--- src/rtl/snoop_wu_cache.sv ---
module snoop_wu_cache #(
  parameter int ADDR_W = 8,
  parameter int DATA_W = 16,
  parameter int IDX_W  = 3
) (
  input  logic              clk,
  input  logic              rst_n,
  input  logic              cpu_req,
  input  logic              cpu_we,
  input  logic [ADDR_W-1:0] cpu_addr,
  input  logic [DATA_W-1:0] cpu_wdata,
  output logic [DATA_W-1:0] cpu_rdata,
  output logic              cpu_stall,
  output logic              bus_req,
  input  logic              bus_gnt,
  output logic              bus_drv_valid,
  output logic              bus_drv_we,
  output logic [ADDR_W-1:0] bus_drv_addr,
  output logic [DATA_W-1:0] bus_drv_data,
  input  logic              mem_rvalid,
  input  logic [DATA_W-1:0] mem_rdata,
  input  logic              snp_valid,
  input  logic [ADDR_W-1:0] snp_addr,
  input  logic [DATA_W-1:0] snp_data
);
  localparam int LINES = 1 << IDX_W;
  localparam int TAG_W = ADDR_W - IDX_W;

  typedef enum logic [1:0] {IDLE, BUS, FILL, DONE} st_t;
  st_t st, st_n;

  logic [LINES-1:0]  vld;
  logic [TAG_W-1:0]  tag_q [LINES];
  logic [DATA_W-1:0] dat_q [LINES];

  logic              op_we;
  logic [ADDR_W-1:0] op_addr;
  logic [DATA_W-1:0] op_data;

  logic [IDX_W-1:0]  c_idx, s_idx, f_idx;
  logic [TAG_W-1:0]  c_tag, s_tag, f_tag;
  logic              hit, snp_hit, fill;
  logic [DATA_W-1:0] fill_data;

  assign c_idx = cpu_addr[IDX_W-1:0];
  assign c_tag = cpu_addr[ADDR_W-1:IDX_W];
  assign s_idx = snp_addr[IDX_W-1:0];
  assign s_tag = snp_addr[ADDR_W-1:IDX_W];
  assign f_idx = op_addr[IDX_W-1:0];
  assign f_tag = op_addr[ADDR_W-1:IDX_W];

  assign hit     = vld[c_idx] && (tag_q[c_idx] == c_tag);
  assign snp_hit = snp_valid && vld[s_idx] && (tag_q[s_idx] == s_tag);
  assign fill    = (st == FILL) && mem_rvalid;
  assign fill_data = (snp_valid && snp_addr == op_addr) ? snp_data : mem_rdata;

  assign cpu_rdata = dat_q[c_idx];
  assign cpu_stall = cpu_req && (st != DONE) && !(st == IDLE && !cpu_we && hit);

  assign bus_req       = (st == BUS);
  assign bus_drv_valid = (st == BUS) && bus_gnt;
  assign bus_drv_we    = op_we;
  assign bus_drv_addr  = op_addr;
  assign bus_drv_data  = op_data;

  always_comb begin
    st_n = st;
    case (st)
      IDLE: if (cpu_req && (cpu_we || !hit)) st_n = BUS;
      BUS:  if (bus_gnt) st_n = op_we ? DONE : FILL;
      FILL: if (mem_rvalid) st_n = DONE;
      DONE: st_n = IDLE;
      default: st_n = IDLE;
    endcase
  end

  always_ff @(posedge clk or negedge rst_n) begin
    if (!rst_n) begin
      st      <= IDLE;
      op_we   <= 1'b0;
      op_addr <= '0;
      op_data <= '0;
    end else begin
      st <= st_n;
      if (st == IDLE && st_n == BUS) begin
        op_we   <= cpu_we;
        op_addr <= cpu_addr;
        op_data <= cpu_wdata;
      end
    end
  end

  always_ff @(posedge clk or negedge rst_n) begin
    if (!rst_n) vld <= '0;
    else if (fill) vld[f_idx] <= 1'b1;
  end

  always_ff @(posedge clk) begin
    for (int i = 0; i < LINES; i++) begin
      if (fill && f_idx == IDX_W'(i)) begin
        tag_q[i] <= f_tag;
        dat_q[i] <= fill_data;
      end else if (snp_hit && s_idx == IDX_W'(i)) begin
        dat_q[i] <= snp_data;
      end
    end
  end


  one_shot_cmd_chk: assert property (@(posedge clk) disable iff (!rst_n)
    bus_drv_valid |=> !bus_drv_valid && !bus_req);


  store_on_bus_chk: assert property (@(posedge clk) disable iff (!rst_n)
    (cpu_req && cpu_we && !cpu_stall) |-> $past(bus_drv_valid && bus_drv_we));


  no_snoop_alloc_chk: assert property (@(posedge clk) disable iff (!rst_n)
    !$past(fill) |-> $stable(vld));


  fill_release_chk: assert property (@(posedge clk) disable iff (!rst_n)
    $past(fill) |-> (st == DONE && !(cpu_req && cpu_stall)));


  req_until_gnt_chk: assert property (@(posedge clk) disable iff (!rst_n)
    (bus_req && !bus_gnt) |=> bus_req);
endmodule

--- config.mk ---
export PLATFORM = sky130hd
export DESIGN_NAME = snoop_wu_cache
export DESIGN_NICKNAME = d
export VERILOG_FILES = /design/src/rtl/snoop_wu_cache.sv
export SDC_FILE = /design/constraint.sdc
export NUM_CORES = 1
export LEC_CHECK = 0
export BUFFER_PORTS_ARGS = -buffer_cell sky130_fd_sc_hd__buf_4
export CORE_MARGIN = 5
export CORE_UTILIZATION = 35
export DETAILED_ROUTE_END_ITERATION = 12
export PLACE_DENSITY_LB_ADDON = 0.05
export SKIP_LAST_GASP = 1
export SYNTH_ARGS = -nofsm -noshare
export SYNTH_HDL_FRONTEND = slang
export SYNTH_SLANG_ARGS = --single-unit
--- constraint.sdc ---
create_clock -name clk -period 6.3 [get_ports clk]
set_input_delay 1.26 -clock clk [delete_from_list [all_inputs] [get_ports clk]]
set_output_delay 1.26 -clock clk [all_outputs]
set_load 0.005 [all_outputs]
### After elaboration in Yosys (flattened, before gate mapping)

Memory sizes are Yosys's and may differ from the RTL's.
Cells that the tools add are included.

* order comparisons: 4
* reduce and logical (&&, ||, !) cells: 43
* multiply operators: 0
* equal/unequal tests: 22
* mux-type cells: 81
* shift operators: 0
* bitwise logic cells: 9
* divide/modulo/power cells: 0
* add/sub/neg operators: 0

Operators with widths (count)
* $mux W16: 9
* $mux W1: 51
* $mux W5: 7
* $reduce_or A5 Y1: 7
* $logic_and A1 B1 Y1: 29
* $eq A3 B3 Y1 const B: 8
* $mux W3: 7
* $eq A3 B2 Y1 const B: 4
* $lt A3 B4 Y1 const B: 3
* $eq A5 B5 Y1: 2
* $eq A8 B8 Y1: 1
* $or A1 B1 Y1: 8
* $or A8 B8 Y8: 1
* $pmux W2 S4: 1
* $bmux W1 S3: 2
* $eq A3 B1 Y1 const B: 2
* $logic_not A3 Y1: 2
* $mux W2: 3
* $eq A2 B1 Y1 const B: 2
* $eq A2 B2 Y1 const B: 2
* $demux W1 S3: 1
* $ge A3 B1 Y1 const B: 1
* $logic_not A1 Y1: 3
* $logic_not A2 Y1: 1
* 2 further kinds: 2

* bits in writable memories: 168
* input port bits: 71
* register bits after elaboration: 35
* memories kept: 2
* memory bits (read-only): 0
* bits in latches: 0
* word-level logic and storage cells: 166
* output and inout bits: 44

Memories
* dat_q: words 8, bits a word 16, rd ports 1, clocked after Yosys merged registers in 0, write ports 8, RTL line 34 `logic [DATA_W-1:0] dat_q [LINES];`
* tag_q: words 8, bits a word 5, rd ports 2, clocked after Yosys merged registers in 0, write ports 1, RTL line 33 `logic [TAG_W-1:0] tag_q [LINES];`

### Logic depth before layout (Yosys ltp)

Gate-level depths: netlist (run 1).

* depth in word-level cells: 13
* gate-level depth with buffers: 11
* mapped depth without buffers: 7

### Worst setup path after synthesis (run 1)

No wires, ideal clock.

* kind: in2out
* start point: in cpu_addr[0]
* end point: out cpu_rdata[12]
* path slack: 1.726 ns
* path buffers: 3
* data arrival time: 3.314 ns
* data required time: 5.040 ns
* stages: 5
* path through: clkbuf_1 > buf_1 > buf_1 > mux4_2 > mux2_2

* word-level cells in the longest chain between the ends: 1

RTL lines
* from (decl): RTL line 10 `input logic [ADDR_W-1:0] cpu_addr,`
* $mem_v2 Z8 W16
* to (decl): RTL line 12 `output logic [DATA_W-1:0] cpu_rdata,`

No other way between the ends.

### Worst setup path in the final report (run 1)

* start point: in cpu_addr[1]
* end point: out cpu_stall

* word-level cells in the longest chain between the ends: 6
* elaborated cells on any way between the ends: 8
* those cells by class: eq/ne: 1; mux: 2; reduce/logical: 4; memory: 1

RTL lines
* $mem_v2 Z8 W5 or $bmux W1 S3 (tied branches)
* $eq A5 B5 Y1 or $mux W1 (tied branches): RTL line 52 `assign hit = vld[c_idx] && (tag_q[c_idx] == c_tag);`
* $logic_and A1 B1 Y1 *: RTL line 52
* $logic_and A1 B1 Y1 *: RTL line 58 `assign cpu_stall = cpu_req && (st != DONE) && !(st == IDLE && !cpu_we && hit);`
* $logic_not A1 Y1 *: RTL line 58
* $logic_and A1 B1 Y1 *: RTL line 58
* to (decl): RTL line 13 `output logic cpu_stall,`

Every way passes the cells marked *; elsewhere a longest branch is shown, timed or not. The select of a mux whose other input is x is not followed.

==> results.md, run 1 <==
- Slowest-stage cell, CP: mux4_2
- Setup WS pre-CTS: 1636 ps
- Vias per cell: 5.247
- R2R Path Start: tag_q[4][0]
- Share of layout cells above drive strength 1: 52.45%
- WL/cell: 24.57 um
- Unrepaired setup endpoints after global routing: no
- Period utilization: around 74%
- CTS tree: done
- HP Class: reg2reg
- Finished Core Util: about 42%
- Top cell by count, worst path: buf_4
- Worst setup margin: about 1700 ps
- ANT cells: 0
- R2r worst-path depth: 8
- Post-Syn Instances: 633
- Number of H-tree levels: 1
- VDD IR-drop max: 0.1690 mV
- Layout Skew: 12.68 ps
- Cells along the critical path: buf_4 -> mux2i_1 -> mux4_2 -> xnor2_1 -> nor3_1 -> nand4_1 -> o31a_1 -> buf_4
- Synthesized area: 10,540 sq um
- Antenna viol nets, final: 0
- EDFF count, synth: 168
- Commonest non-fill, non-tap cell in the layout: edfxtp_1
- Buf/Inv on CP: 2
- # Post-CTS Setup Buffers: 0
- Data required, critical path: 5040 ps
- Pin count of the biggest net entering global routing: 36
- Fin. max-slew vios: 0
- Status: finished, final reports clean
- Setup violations, final: 0
- Startpoint types: input port
- Ys async rst share: 17.24%
- Least-Margin Pin Slew: 1123 ps
- Levels on crit path: 8
- Num rows: between 60 and 70
- Ports: 115
- Initial Utilization: 35.48%
- Distinct cells, synth: 57
- Port Buf Inserts: between 100 and 150
- Slew HR: 24.97%
- Cts repair resizes: 0
- Die Width: roughly 180 um
- Crit path capture type: output pin
- Worst-path maximum fanout: 32
- Gpl congestion: 0.7849
- Later-pin clock latency in the skew report: between 500 and 600 ps
- Final nets: 826
- Post-DP HPWL: 18,110 um
- FMAX: 0.2151 GHz
- MaxCap Viol Count: 0
- Leakage power: 4.643 nW
- Worst Setup Path Type: in2out
- First-pass iteration count of the detailed router: 4
- CP max stage delay: 510 ps
- Top delay family on crit path: multiplexers
- Final min period: 4649 ps
- Post-route DRC: 0
- Sequential share of the synthesized area: 56.15%
- First-pass GRT wire length: 43,240 um
- Die Y: 183.6 um
- Vias in the first global route: between 6,000 and 7,000
- Min-Delay Startpoint: vld[5]
- Most frequent cells in the layout: edfxtp_1 (168), mux2_2 (156), buf_4 (131)
- Mapped Avg Cell Area: 16.66 sq um
- Starting DRT DRC Count: around 350
- Setup Total Neg Slack: 0 ps
- Synth warnings: 0
- Hold depth: 1
- Overflow after GRT: 0
- Worst-path clk slew: 50 ps
- Synth Flop Type: edfxtp_1
- Die Footprint: 33,700 sq um
- CP Data Arrival Time: between 3000 and 4000 ps
- Area growth syn-to-layout: 18.87%
- Cts hold-fix bufs: 0
- Yosys reg bits: 203
- Critical Path Source: cpu_addr[1]
- Syn nets: 704
- Max Root-Sink Buffers: 3
- Core Area: 29,720 sq um
- CTS Root Cell: clkbuf_16
- Final WL: around 29,000 um
- Hold Fails Final Rpt: 0
- DR vias: 6,107
- Initial antenna violation count: 0
- Pwr dens: 304.9 nW/um^2
- Num Clock Sinks: between 200 and 250
- Num CTS Buffers: 25
- Total GRT Usage: 16.89%
==> stage by stage <==
stage	std cells	area, sq um	hold slack, ps	total power [W]
floorplan	633	10540	448.2	0.002207
global placement	1118	11820	473.9	0.002568
detailed placement	1118	11820	480.9	0.002585
CTS	1164	12530	497.4	0.003874
global route	1164	12530	522.0	0.004008
finish	1164	12530	496.1	0.003822
==> where the power goes <==
| group | total (W) | internal, W | switching, W | leakage [nW] |
|---|---|---|---|---|
| clock network | 0.00128 | 0.000732 | 0.000546 | 0.349 |
| registers | 0.00182 | 0.00166 | 0.000152 | 1.93 |
| logic | 0.000729 | 0.000408 | 0.000321 | 2.36 |
==> sequential cells by signal (all words and copies together), names as in the netlist <==
signal / cells
bus_drv_addr: 8
tag_q: 40
dat_q: 128
bus_drv_we: 1
bus_drv_data: 16
st: 2
vld: 8
==> cell families after synthesis <==
family	share of synthesized area [%]
compound gates	2.136
xor+xnor	1.578
buf+inv	2.765
flops	56.15
mux	32.86
simple gates	4.509
==> metal layers <==
metal / track usage [%] / vias up / part of all wire [%] / wire [um]
met5: 0 / - / 0 / 0
met1: 24.71 / 3141 / 47 / 13440
li1: - / 2759 / - / -
met4: 3.218 / 0 / 1.7 / 484
met3: 2.909 / 33 / 5.3 / 1517
met2: 26.74 / 174 / 46 / 13150
==> worst paths after layout <==
check / endpoint / slack (ps)
worst max register to register: dat_q[7][11] / 3040
max in group asynchronous: bus_drv_data[10] / 5250
min in group asynchronous: bus_drv_addr[6] / 700
worst min-delay path: vld[5] / 500
worst max-delay path: cpu_stall / 1650
worst min register to register: vld[5] / 500
==> cell usage after synthesis, drive strengths merged, types with 2 or more instances <==
library cell	number	area [sq um]
nand2	10	40.04
nand2b	8	50.05
mux2i	39	390.4
nand4	4	40.04
o22ai	4	25.02
nand3b	2	15.01
a21oi	2	10.01
and2b	2	15.01
mux4	38	855.8
mux2	187	2218
dfrtp	35	875.8
inv	9	33.78
nor4	6	103.9
nand4b	2	17.52
nor3	3	15.01
or4	3	22.52
nand3	6	30.03
xnor2	9	78.83
edfxtp	168	5045
and3	3	18.77
clkbuf	12	45.04
a22oi	5	37.54
xor2	10	87.58
nor2b	2	12.51
o21ai	9	45.04
nor2	11	41.29
or2	4	25.02
buf	24	212.7
==> final cells by class <==
cell class | count | area, sq um
clock buffers | 36 | 666.9
clock inverters | 10 | 47.55
fillers | 2693 | 17180
inverters | 9 | 33.78
multi-input cells | 385 | 4393
flip-flops and latches | 203 | 5921
well taps | 390 | 488.0
repair buffers | 131 | 983.4
==> worst reg2reg max path, cell delays in order, from the launching register on <==
cell,delay (ps)
edfxtp_1,390
and2b_1,180
a2111oi_2,320
a211oi_1,90
xnor2_1,300
nand4_4,250
or4_1,840
buf_4,330
mux2_4,300
Note: power is estimated with default switching activity, not from simulation.
==> run 2, diff against run 1 <==
--- a/config.mk
+++ b/config.mk
@@ -5,6 +5,7 @@
 export SDC_FILE = /design/constraint.sdc
 export NUM_CORES = 1
 export LEC_CHECK = 0
+export ABC_AREA = 1
 export BUFFER_PORTS_ARGS = -buffer_cell sky130_fd_sc_hd__buf_4
 export CORE_MARGIN = 5
 export CORE_UTILIZATION = 35
==> constraint.sdc (replaced) <==
create_clock -name clk -period 4.6 [get_ports clk]
set_input_delay 0.92 -clock clk [delete_from_list [all_inputs] [get_ports clk]]
set_output_delay 0.92 -clock clk [all_outputs]
set_load 0.005 [all_outputs]
==> run 2 against run 1 <==
- total power up 41%
- sequential power up 34%
- worst hold slack worse by 160 ps
- worst setup slack worse by 910 ps
- critical path depth unchanged
- global-route usage up 5.7 points
- core utilization down 0.56 points
- sequential cell count unchanged
- first-iteration DRC count rose to 2.6 times the previous value
- critical endpoint is now cpu_rdata[12]
- highest routed layer unchanged
==> results.md, run 2 <==
- Port Buf Inserts: 114 (unchanged)
- Hold Fails Final Rpt: 0 (unchanged)
- Die Width: 189.0 um (+2.9%)
- Top post-synthesis cells by area: edfxtp_1 (45%), nand2_1 (18%), dfrtp_1 (7.8%)
- Overflow after GRT: 0 (unchanged)
- Register area: 5921 sq um (unchanged)
- WL/cell: 21.84 um (-11%)
- Worst r2r dst: dat_q[4][12]
- Mapped Avg Cell Area: 8.181 sq um (-51%)
- Num CTS Buffers: 25 (unchanged)
- # Post-CTS Setup Buffers: 0 (unchanged)
- CP Data Arrival Time: 2940 ps (-450 ps)
- Multi-input logic area: 4517 sq um (+2.8%)
- Post-Syn Instances: 1,370 (+120%)
- R2R Path Start: bus_drv_addr[5]
- Area growth syn-to-layout: 17.17%
- EDFF count, synth: 168 (unchanged)
- Number of H-tree levels: 1 (unchanged)
- MaxCap Viol Count: 0 (unchanged)
- Layout Skew: 21.38 ps (+8.699 ps)
- Num rows: 65 (+3.2%)
- Least-Margin Pin Slew: 693.8 ps (-429.0 ps)
- Vias in the first global route: 9,750 (+48%)
- Commonest non-fill, non-tap cell in the layout: nand2_1
- Largest register FFs: 128 (unchanged)
- Most frequent cells in the layout: nand2_1 (537), edfxtp_1 (168), nor2_1 (165)
- Unrepaired setup endpoints after global routing: no
- First-pass GRT wire length: 62,010 um (+43%)
- Synthesized area: 11,210 sq um (+6.3%)
- Fin. max-slew vios: 0 (unchanged)
- R2r worst-path depth: 9 (+1)
- Count leader, synth: nand2_1
- Share of layout cells above drive strength 1: 15.35% (-37 points)
- Pwr dens: 409.0 nW/um^2 (+34%)
- Die Footprint: 35,700 sq um (+6.0%)
- Final WL: 41,090 um (+44%)
- CTS Root Cell: clkbuf_16
- Pin count of the biggest net entering global routing: 52 (+44%)
- Finished Core Util: 41.62% (-0.56 points)
- Core Area: 31,560 sq um (+6.2%)
- Antenna viol nets, final: 0 (unchanged)
- Metal3 WL: 2928 um (+93%)
- Gpl congestion: 0.8490 (+8.2%)
- Period utilization: 83.97%
- Yosys reg bits: 203 (unchanged)
- Setup violations, final: 0 (unchanged)
- Starting DRT DRC Count: 929 (+160%)
- Sequential share of the synthesized area: 52.82% (-3.3 points)
- Vias per cell: 5.301 (+1.0%)
- Synth Flop Type: edfxtp_1
- Leakage power: 5.705 nW (+23%)
- HP Class: in2async
- Post-DP HPWL: 26,310 um (+45%)
- Final min period: slightly below 4000 ps
- Synth area leader: edfxtp_1
- Setup Total Neg Slack: 0 ps (unchanged)
- Distinct cells, synth: 37 (-35%)
- Slew HR: 53.46% (+28 points)
- Worst setup margin: 737.5 ps (-913.2 ps)
- Initial antenna violation count: 0 (unchanged)
- Reg with most FFs: dat_q
- Post-route DRC: 0 (unchanged)
- Cts repair resizes: 0 (unchanged)
- Top Layer Used: met4
- Num Clock Sinks: 203 (unchanged)
- Hold_ws: 333.9 ps (-162.2 ps)
- Ys async rst share: 17.24% (unchanged)
- Initial Utilization: 35.52% (+0.039 points)
- CTS tree: done
- Setup WS pre-CTS: 824.3 ps (-811.5 ps)
- Final nets: 1,531 (+85%)
- Later-pin clock latency in the skew report: 530 ps (about the same)
- Total GRT Usage: 22.55% (+5.7 points)
- Worst-path maximum fanout: 28 (-13%)
- Most common library cells after synthesis: nand2_1 (537), edfxtp_1 (168), nor2_1 (166)
- First-pass iteration count of the detailed router: 5 (+1)
- Crit path capture type: output pin
- Die Y: 189.0 um (+2.9%)
- ANT cells: 0 (unchanged)
- Ports: 115 (unchanged)
- WL met1: 19,130 um (+42%)
- Fill cell count: 3,222 (+20%)
- Setup slack, reg-to-reg: 1950 ps (-1090 ps)
- Syn nets: 1,441 (+100%)
- Status: finished, final reports clean
- Synth warnings: 0 (unchanged)
- Cts hold-fix bufs: 0 (unchanged)
- DR vias: 9,971 (+63%)
- Startpoint types: input port
- Worst-path clk slew: 60 ps (about the same)
- VDD IR-drop max: 0.2599 mV (+54%)
- Max Root-Sink Buffers: 3 (unchanged)
- Post-synth top area share: 45.01% (-2.8 points)
- Routed wl met2: 18,090 um (+37%)
- Data required, critical path: 3680 ps (-1360 ps)
- FMAX: about 0.26 GHz
- Worst Setup Path Type: in2out
-- run 2: stage by stage --
stage                     cells  area (sq um)  total power [W]
after floorplan            1370         11210         0.002979
after global placement     1835         12380         0.003544
after detailed placement   1835         12380         0.003550
after CTS                  1881         13130         0.005416
after global routing       1881         13130         0.005638
final                      1881         13130         0.005371
-- run 2: cell type report --
class | instances | share of cell area (%)
clock buffers | 35 | 5.126
clock inverters | 11 | 0.6288
repair buffers | 159 | 9.375
flip-flops and latches | 203 | 45.08
well taps | 402 | 3.830
inverters | 52 | 1.563
multi-input cells | 1019 | 34.39
-- run 2: how the worst max path moves through the flow --
stage | depth (start not counted) | start | endpoint | slack, ps
2_1_floorplan | 9 | cpu_addr[0] | cpu_rdata[3] | 1300
3_3_place_gp | 13 | snp_addr[0] | dat_q[4][7] | 820
3_5_place_dp | 7 | cpu_addr[1] | cpu_rdata[12] | 820
4_1_cts | 13 | cpu_addr[1] | cpu_stall | 820
5_1_grt | 13 | cpu_addr[1] | cpu_stall | 630
6_report | 8 | cpu_addr[0] | cpu_rdata[12] | 740
-- run 2: per-layer routing --
layer  up-vias  track usage (%)
met4         0            5.605
li1       4765                -
met1      4765            33.36
met5         -                0
met3        54            3.816
met2       387            34.50
-- run 2: cells by family after synthesis --
kind of cell           share of synthesized area (%)
AO/OA/AOI/OAI                                  7.725
XOR/XNOR                                      0.1563
buffers and inverters                          6.944
flip-flops                                     52.82
AND/OR/NAND/NOR                                32.35
-- run 2: worst max-delay path, stage by stage --
cell and delay [ps]:
buf_4 220, inv_2 420, buf_12 250, o21ai_0 100
o22ai_1 150, nor2_1 80, a31oi_1 550, buf_4 230
-- run 2: report_power, final --
part | internal [W] | switching [W] | total (W)
registers | 0.00224 | 0.000184 | 0.00243
logic | 0.000422 | 0.000661 | 0.00108
clock network | 0.00107 | 0.000787 | 0.00186
